`src/rtl/isb_pkg.sv`:
```
package isb_pkg;
  typedef enum logic [1:0] {
    SLOT_EMPTY = 2'd0,
    SLOT_BUSY  = 2'd1,
    SLOT_READY = 2'd2
  } slot_state_e;
endpackage

```
`src/rtl/isb_port_queue.sv`:
```
module isb_port_queue
  import isb_pkg::*;
#(
  parameter int DATA_W = 16,
  parameter int DEPTH  = 4
) (
  input  logic                      clk_i,
  input  logic                      rst_ni,
  input  logic                      alloc_i,
  input  logic                      alloc_load_i,
  input  logic [DATA_W-1:0]         alloc_data_i,
  output logic                      full_o,
  output logic [$clog2(DEPTH)-1:0]  tail_o,
  input  logic                      fill_i,
  input  logic [$clog2(DEPTH)-1:0]  fill_slot_i,
  input  logic [DATA_W-1:0]         fill_data_i,
  output logic                      fill_err_o,
  input  logic                      squash_i,
  output logic                      out_valid_o,
  output logic [DATA_W-1:0]         out_data_o,
  output logic                      out_inval_o,
  input  logic                      out_ready_i
);
  localparam int SLOT_W = $clog2(DEPTH);
  localparam int CNT_W  = SLOT_W + 1;

  slot_state_e             st_q   [DEPTH];
  logic [DATA_W-1:0]       data_q [DEPTH];
  logic [DEPTH-1:0]        inv_q;
  logic [SLOT_W-1:0]       head_q, tail_q;
  logic [CNT_W-1:0]        cnt_q;
  logic                    pop, do_alloc, do_fill;

  assign full_o      = (cnt_q == CNT_W'(DEPTH));
  assign tail_o      = tail_q;
  assign out_valid_o = (st_q[head_q] == SLOT_READY);
  assign out_data_o  = data_q[head_q];
  assign out_inval_o = inv_q[head_q];
  assign fill_err_o  = fill_i && (st_q[fill_slot_i] != SLOT_BUSY);

  assign pop      = out_valid_o && out_ready_i;
  assign do_alloc = alloc_i && !full_o && !squash_i;
  assign do_fill  = fill_i && !fill_err_o && !squash_i;

  function automatic logic [SLOT_W-1:0] nxt(input logic [SLOT_W-1:0] p);
    return (p == SLOT_W'(DEPTH - 1)) ? '0 : p + 1'b1;
  endfunction

  always_ff @(posedge clk_i or negedge rst_ni) begin
    if (!rst_ni) begin
      for (int i = 0; i < DEPTH; i++) begin
        st_q[i]   <= SLOT_EMPTY;
        data_q[i] <= '0;
      end
      inv_q <= '0;
    end else begin
      for (int i = 0; i < DEPTH; i++) begin
        if (pop && head_q == SLOT_W'(i)) begin
          st_q[i]  <= SLOT_EMPTY;
          inv_q[i] <= 1'b0;
        end else if (squash_i && st_q[i] != SLOT_EMPTY) begin
          st_q[i]  <= SLOT_READY;
          inv_q[i] <= 1'b1;
        end else if (do_alloc && tail_q == SLOT_W'(i)) begin
          st_q[i]   <= alloc_load_i ? SLOT_BUSY : SLOT_READY;
          data_q[i] <= alloc_data_i;
          inv_q[i]  <= 1'b0;
        end else if (do_fill && fill_slot_i == SLOT_W'(i)) begin
          st_q[i]   <= SLOT_READY;
          data_q[i] <= fill_data_i;
        end
      end
    end
  end

  always_ff @(posedge clk_i or negedge rst_ni) begin
    if (!rst_ni) begin
      head_q <= '0;
      tail_q <= '0;
      cnt_q  <= '0;
    end else begin
      if (pop)      head_q <= nxt(head_q);
      if (do_alloc) tail_q <= nxt(tail_q);
      cnt_q <= cnt_q + CNT_W'(do_alloc) - CNT_W'(pop);
    end
  end

  // the issue side never offers into a full queue
  a_r5_no_overflow: assert property (@(posedge clk_i) disable iff (!rst_ni)
    alloc_i |-> !full_o);

  // an untaken head keeps its value
  a_r4_head_hold: assert property (@(posedge clk_i) disable iff (!rst_ni)
    (out_valid_o && !out_ready_i && !squash_i) |=> (out_valid_o && $stable(out_data_o)));

  // after a squash only marked entries remain
  a_r7_squash_drain: assert property (@(posedge clk_i) disable iff (!rst_ni)
    squash_i |=> ((cnt_q == '0) || (out_valid_o && out_inval_o)));
endmodule

```
`src/rtl/isb_invoc_ctl.sv`:
```
module isb_invoc_ctl #(
  parameter int MAX_INFL = 8
) (
  input  logic clk_i,
  input  logic rst_ni,
  input  logic commit_i,
  output logic commit_ready_o,
  input  logic done_i,
  input  logic cfg_req_i,
  output logic cfg_go_o
);
  localparam int CNT_W = $clog2(MAX_INFL + 1);

  logic [CNT_W-1:0] cnt_q;
  logic             acc, dec;

  assign commit_ready_o = (cnt_q < CNT_W'(MAX_INFL)) && !cfg_req_i;
  assign cfg_go_o       = cfg_req_i && (cnt_q == '0);
  assign acc            = commit_i && commit_ready_o;
  assign dec            = done_i && (cnt_q != '0);

  always_ff @(posedge clk_i or negedge rst_ni) begin
    if (!rst_ni) cnt_q <= '0;
    else         cnt_q <= cnt_q + CNT_W'(acc) - CNT_W'(dec);
  end

  // each accepted commit without a retire adds one
  a_r8_count_step: assert property (@(posedge clk_i) disable iff (!rst_ni)
    (commit_i && commit_ready_o && !done_i) |=> (cnt_q == $past(cnt_q) + 1'b1));

  // a pending reconfiguration never lets the count grow
  a_r9_no_growth: assert property (@(posedge clk_i) disable iff (!rst_ni)
    cfg_req_i |=> (cnt_q <= $past(cnt_q)));
endmodule

```
`src/rtl/isb_input_scoreboard.sv`:
```
module isb_input_scoreboard #(
  parameter int NUM_SW       = 2,
  parameter int PORTS_PER_SW = 2,
  parameter int DEPTH        = 4,
  parameter int DATA_W       = 16,
  parameter int MAX_INFL     = 8,
  localparam int NQ     = NUM_SW * PORTS_PER_SW,
  localparam int SW_W   = (NUM_SW > 1) ? $clog2(NUM_SW) : 1,
  localparam int PT_W   = (PORTS_PER_SW > 1) ? $clog2(PORTS_PER_SW) : 1,
  localparam int PORT_W = (NQ > 1) ? $clog2(NQ) : 1,
  localparam int SLOT_W = $clog2(DEPTH),
  localparam int TAG_W  = PORT_W + SLOT_W
) (
  input  logic                 clk_i,
  input  logic                 rst_ni,
  input  logic                 iss_valid_i,
  input  logic                 iss_kind_i,
  input  logic [SW_W-1:0]      iss_sw_i,
  input  logic [PT_W-1:0]      iss_pt_i,
  input  logic [DATA_W-1:0]    iss_data_i,
  output logic                 iss_ready_o,
  output logic [TAG_W-1:0]     iss_tag_o,
  input  logic                 fill_valid_i,
  input  logic [TAG_W-1:0]     fill_tag_i,
  input  logic [DATA_W-1:0]    fill_data_i,
  output logic                 fill_err_o,
  input  logic                 squash_i,
  output logic [NQ-1:0]        arr_valid_o,
  output logic [NQ*DATA_W-1:0] arr_data_o,
  output logic [NQ-1:0]        arr_inval_o,
  input  logic [NQ-1:0]        arr_ready_i,
  input  logic                 commit_i,
  output logic                 commit_ready_o,
  input  logic                 done_i,
  input  logic                 cfg_req_i,
  output logic                 cfg_go_o
);
  logic [PORT_W-1:0] dst, fill_port;
  logic [SLOT_W-1:0] fill_slot;
  logic [NQ-1:0]     full_vec, err_vec;
  logic [SLOT_W-1:0] tail_vec [NQ];
  logic              iss_acc;

  assign dst         = PORT_W'(iss_sw_i) * PORT_W'(PORTS_PER_SW) + PORT_W'(iss_pt_i);
  assign iss_ready_o = !squash_i && !full_vec[dst];
  assign iss_acc     = iss_valid_i && iss_ready_o;
  assign iss_tag_o   = {dst, tail_vec[dst]};
  assign fill_port   = fill_tag_i[TAG_W-1 -: PORT_W];
  assign fill_slot   = fill_tag_i[SLOT_W-1:0];
  assign fill_err_o  = |err_vec;

  for (genvar q = 0; q < NQ; q++) begin : g_port
    isb_port_queue #(.DATA_W(DATA_W), .DEPTH(DEPTH)) u_q (
      .clk_i        (clk_i),
      .rst_ni       (rst_ni),
      .alloc_i      (iss_acc && dst == PORT_W'(q)),
      .alloc_load_i (iss_kind_i),
      .alloc_data_i (iss_data_i),
      .full_o       (full_vec[q]),
      .tail_o       (tail_vec[q]),
      .fill_i       (fill_valid_i && !squash_i && fill_port == PORT_W'(q)),
      .fill_slot_i  (fill_slot),
      .fill_data_i  (fill_data_i),
      .fill_err_o   (err_vec[q]),
      .squash_i     (squash_i),
      .out_valid_o  (arr_valid_o[q]),
      .out_data_o   (arr_data_o[q*DATA_W +: DATA_W]),
      .out_inval_o  (arr_inval_o[q]),
      .out_ready_i  (arr_ready_i[q])
    );
  end

  isb_invoc_ctl #(.MAX_INFL(MAX_INFL)) u_ctl (
    .clk_i          (clk_i),
    .rst_ni         (rst_ni),
    .commit_i       (commit_i),
    .commit_ready_o (commit_ready_o),
    .done_i         (done_i),
    .cfg_req_i      (cfg_req_i),
    .cfg_go_o       (cfg_go_o)
  );

  // a squash cycle never reports a fill error
  a_r6_no_err_in_squash: assert property (@(posedge clk_i) disable iff (!rst_ni)
    squash_i |-> !fill_err_o);
endmodule

```
`config.mk`:
```
export PLATFORM = sky130hd
export DESIGN_NAME = isb_input_scoreboard
export DESIGN_NICKNAME = d
export VERILOG_FILES = /design/src/rtl/isb_pkg.sv /design/src/rtl/isb_port_queue.sv /design/src/rtl/isb_invoc_ctl.sv /design/src/rtl/isb_input_scoreboard.sv
export SDC_FILE = /design/constraint.sdc
export NUM_CORES = 1
export LEC_CHECK = 0
export BUFFER_PORTS_ARGS = -buffer_cell sky130_fd_sc_hd__buf_2
export CORE_MARGIN = 1.5
export CORE_UTILIZATION = 60
export CTS_BUF_LIST = sky130_fd_sc_hd__clkbuf_16
export DETAILED_ROUTE_END_ITERATION = 8
export PLACE_DENSITY_LB_ADDON = 0.12
export SLEW_MARGIN = 20
export SYNTH_ARGS = -nofsm -noshare
export SYNTH_HDL_FRONTEND = slang
export SYNTH_SLANG_ARGS = --single-unit
```
`constraint.sdc`:
```
create_clock -name clk_i -period 8.9 [get_ports clk_i]
set_input_delay 1.335 -clock clk_i [delete_from_list [all_inputs] [get_ports clk_i]]
set_output_delay 1.335 -clock clk_i [all_outputs]
set_load 0.01 [all_outputs]
```
==> out/qor.json <==
{
  "r2r_setup_slack_ns": 5.24,
  "holdBufCountCts": 0,
  "hold_path_class": "flop to flop",
  "timing.final.max_slew_violations": 0,
  "r2r-end": "g_port[3].u_q.cnt_q[2]",
  "post_drt_wl_per_cell_um": 24.4,
  "synth-edff-count": 0,
  "detail-route-antenna-nets": 0,
  "critical_path_arrival_ns": 3.10,
  "drc": 0,
  "first_global_vias": 15400,
  "totalNegativeSetupSlack_ns": 0,
  "drt_first_iter_violations": 1431,
  "cts.repair.resized": 0,
  "yosys_warnings": 0,
  "post-synth-top-count-cell": "sky130_fd_sc_hd__dfrtp_1",
  "number_of_hold_violations_in_the_final_report": 0,
  "ys_async_sr_fraction": 1.00,
  "fin_skew_ns": 0.0177,
  "start_kind": "input pin",
  "grt_setup_unrepaired": "false",
  "largest_net_degree_at_the_start_of_global_routing": 160,
  "clock_tree.htree_level_count": 2,
  "vias": 15200,
  "critical_path_required_ns": 7.57,
  "p_leak_nw": 10.3,
  "cts-root-buf": "sky130_fd_sc_hd__clkbuf_16",
  "initial_core_util": 0.613,
  "critical_path.startpoint": "squash_i",
  "cts.repair_timing.setup_buffer_count": 0,
  "fin_area_um2": 21400,
  "gr-usage-all-layers": 0.329,
  "sequentialPowerShare": 0.388,
  "cts_num_sinks": 336,
  "die_w_um": 183,
  "tightestPinTransition_ns": 1.13,
  "netlist_area_um2": 19400,
  "synthesis.instances": 1728,
  "clock_path_buffers": 3,
  "tritoncts": "yes",
  "core-area_um2": 31700,
  "ys_ff_latch": 336,
  "antenna_found_initial": 2,
  "globalRouteOverflowTotal": 0,
  "vdd_drop_max_mv": 0.242,
  "setup_viol": 0,
  "io_buffers": 130,
  "num_antenna_cells": 0,
  "die_area_um2": 33500,
  "final.period_utilization": 0.498,
  "worst-setup-path-type": "input pin to primary output",
  "clock_latency_on_the_worst_skew_pair_ns": 0.54,
  "worst-path-max-fanout": 52,
  "p_switching_mw": 2.55,
  "avgViaCountPerCell": 6.91,
  "drv_cap": 0,
  "final_wirelength_um": 53700,
  "synth.net_count": 1827,
  "min_period_ns": 4.44,
  "rr_worst_depth": 9,
  "post_synth_most_frequent_cells": "sky130_fd_sc_hd__dfrtp_1, sky130_fd_sc_hd__inv_1, sky130_fd_sc_hd__mux2i_1",
  "dp_hpwl_um": 38100,
  "tightest_slew_margin_relative_to_the_limit": 0.244,
  "p_clk_frac": 0.210,
  "yosys.area.top_type_share": 0.432,
  "fmax_mhz": 225,
  "cp-endpoint": "fill_err_o",
  "power.switching_fraction": 0.362,
  "routabilityCongestion": 0.897,
  "grt_pass1_wl_um": 86800,
  "power.combinational.fraction": 0.401,
  "clk_transition_reported_paths_ns": 0.05,
  "synth_area_leaders": "sky130_fd_sc_hd__dfrtp_1, sky130_fd_sc_hd__mux4_2, sky130_fd_sc_hd__mux2i_1",
  "p_int_mw": 4.49,
  "yosys_top_cell_by_area": "sky130_fd_sc_hd__dfrtp_1",
  "dpl_cell_area_um2": 20200,
  "synth_seq_area_share": 0.432,
  "detailedRoute.firstPassIterationCount": 6,
  "ys.flop_type": "sky130_fd_sc_hd__dfrtp_1",
  "floorplan.die.height_um": 183,
  "hold-path-cell-count": 1,
  "top_ports": 131,
  "synthesis.area_per_instance_um2": 11.3,
  "result_of_the_run": "finished clean",
  "floorplan_row_count": 65,
  "design.final.nets": 1870,
  "cellPowerDensity_nw_per_um2": 330,
  "synth.lib_cells_used.distinct": 56,
  "syn_to_final_growth_pct": 9.84,
  "drive_above_1_share": 0.205,
  "regToRegStartpoint": "g_port[3].u_q.head_q[1]",
  "critPathCaptureType": "primary output",
  "cts_made_buffers": 38
}
[final cells by class]
class	count	area (µm²)
Sequential cell	336	8410
Inverter	165	619
Multi-Input combinational cell	1065	9750
Clock inverter	29	193
Fill cell	2439	10400
Tap cell	402	503
Clock buffer	38	951
Timing Repair Buffer	165	936
[cell families after synthesis]
group | count (synthesis) | share of synthesized area
AND/OR/NAND/NOR | 375 | 0.109
flip-flops | 336 | 0.432
multiplexers | 261 | 0.185
buffers and inverters | 327 | 0.0707
AO/OA/AOI/OAI | 369 | 0.165
adder cells (fa/ha/maj) | 48 | 0.0328
XOR/XNOR | 12 | 0.00540
[sequential cells by signal, summed over array words and instances, names as in the netlist]
signal	count
g_port.u_q.cnt_q	12
g_port.u_q.inv_q	16
g_port.u_q.st_q	32
g_port.u_q.head_q	8
g_port.u_q.data_q	256
u_ctl.cnt_q	4
g_port.u_q.tail_o	8
[power groups by stage]
stage	combinational, mW	clock, mW	sequential, mW
2_1_floorplan	2.17	0	2.49
3_3_place_gp	2.74	0	2.70
3_5_place_dp	2.82	0	2.73
4_1_cts	2.83	1.49	2.72
5_1_grt	3.09	1.56	2.81
6_report	2.83	1.48	2.74
[cells in the final DEF, fill, tap and decap left out, drive strengths merged, types with 3 or more instances in the layout]
cell type / count
dfrtp: 336
buf: 164
inv: 162
mux2i: 142
nand3: 134
a2bb2oi: 121
a222oi: 80
mux4: 75
nand2: 55
mux2: 44
ha: 43
nand4: 39
clkbuf: 39
o31ai: 31
and2: 30
clkinv: 29
a21oi: 27
nor2: 23
nor2b: 20
o22a: 20
a211oi: 20
nor3: 18
o21ai: 17
o311a: 13
and3: 12
xnor2: 10
nor3b: 9
o21a: 9
a221oi: 9
nand4b: 8
a311oi: 8
nor4bb: 8
a221o: 5
fa: 5
or3b: 4
nor4b: 4
or2: 3
o2bb2a: 3
[worst max-delay path: stages]
cell	delay, ns
sky130_fd_sc_hd__buf_2	0.32
sky130_fd_sc_hd__nor4bb_4	0.37
sky130_fd_sc_hd__buf_4	0.50
sky130_fd_sc_hd__o21ai_0	0.23
sky130_fd_sc_hd__nand4_1	0.17
sky130_fd_sc_hd__buf_2	0.15
[worst min path at each step]
stage | start | end | slack [ns]
final | g_port[2].u_q.data_q[30] | g_port[2].u_q.data_q[30] | 0.49
after global routing | g_port[0].u_q.data_q[39] | g_port[0].u_q.data_q[39] | 0.51
after CTS | g_port[2].u_q.data_q[30] | g_port[2].u_q.data_q[30] | 0.48
after detailed placement | g_port[2].u_q.data_q[30] | g_port[2].u_q.data_q[30] | 0.47
after global placement | g_port[0].u_q.data_q[38] | g_port[0].u_q.data_q[38] | 0.47
after floorplan | g_port[3].u_q.cnt_q[2] | g_port[3].u_q.cnt_q[2] | 0.45
[metal layers]
| metal | up-vias | track usage | wire length (µm) |
|---|---|---|---|
| met5 | - | 0 | 18 |
| met4 | 4 | 0.119 | 1720 |
| met3 | 112 | 0.0594 | 4220 |
| met2 | 736 | 0.534 | 25600 |
| met1 | 7701 | 0.446 | 22100 |
| li1 | 6659 | - | - |
[stage by stage]
stage	util	instances	total power, mW	setup WS [ns]	hold slack, ns
finish	0.673	2200	7.04	4.46	0.486
global route	0.673	2200	7.46	4.38	0.510
CTS	0.672	2197	7.04	4.50	0.484
detailed placement	0.636	2130	5.55	4.03	0.472
global placement	0.636	2130	5.44	4.10	0.466
floorplan	-	1728	4.67	4.80	0.452
Note: power is estimated with default switching activity, not from simulation.
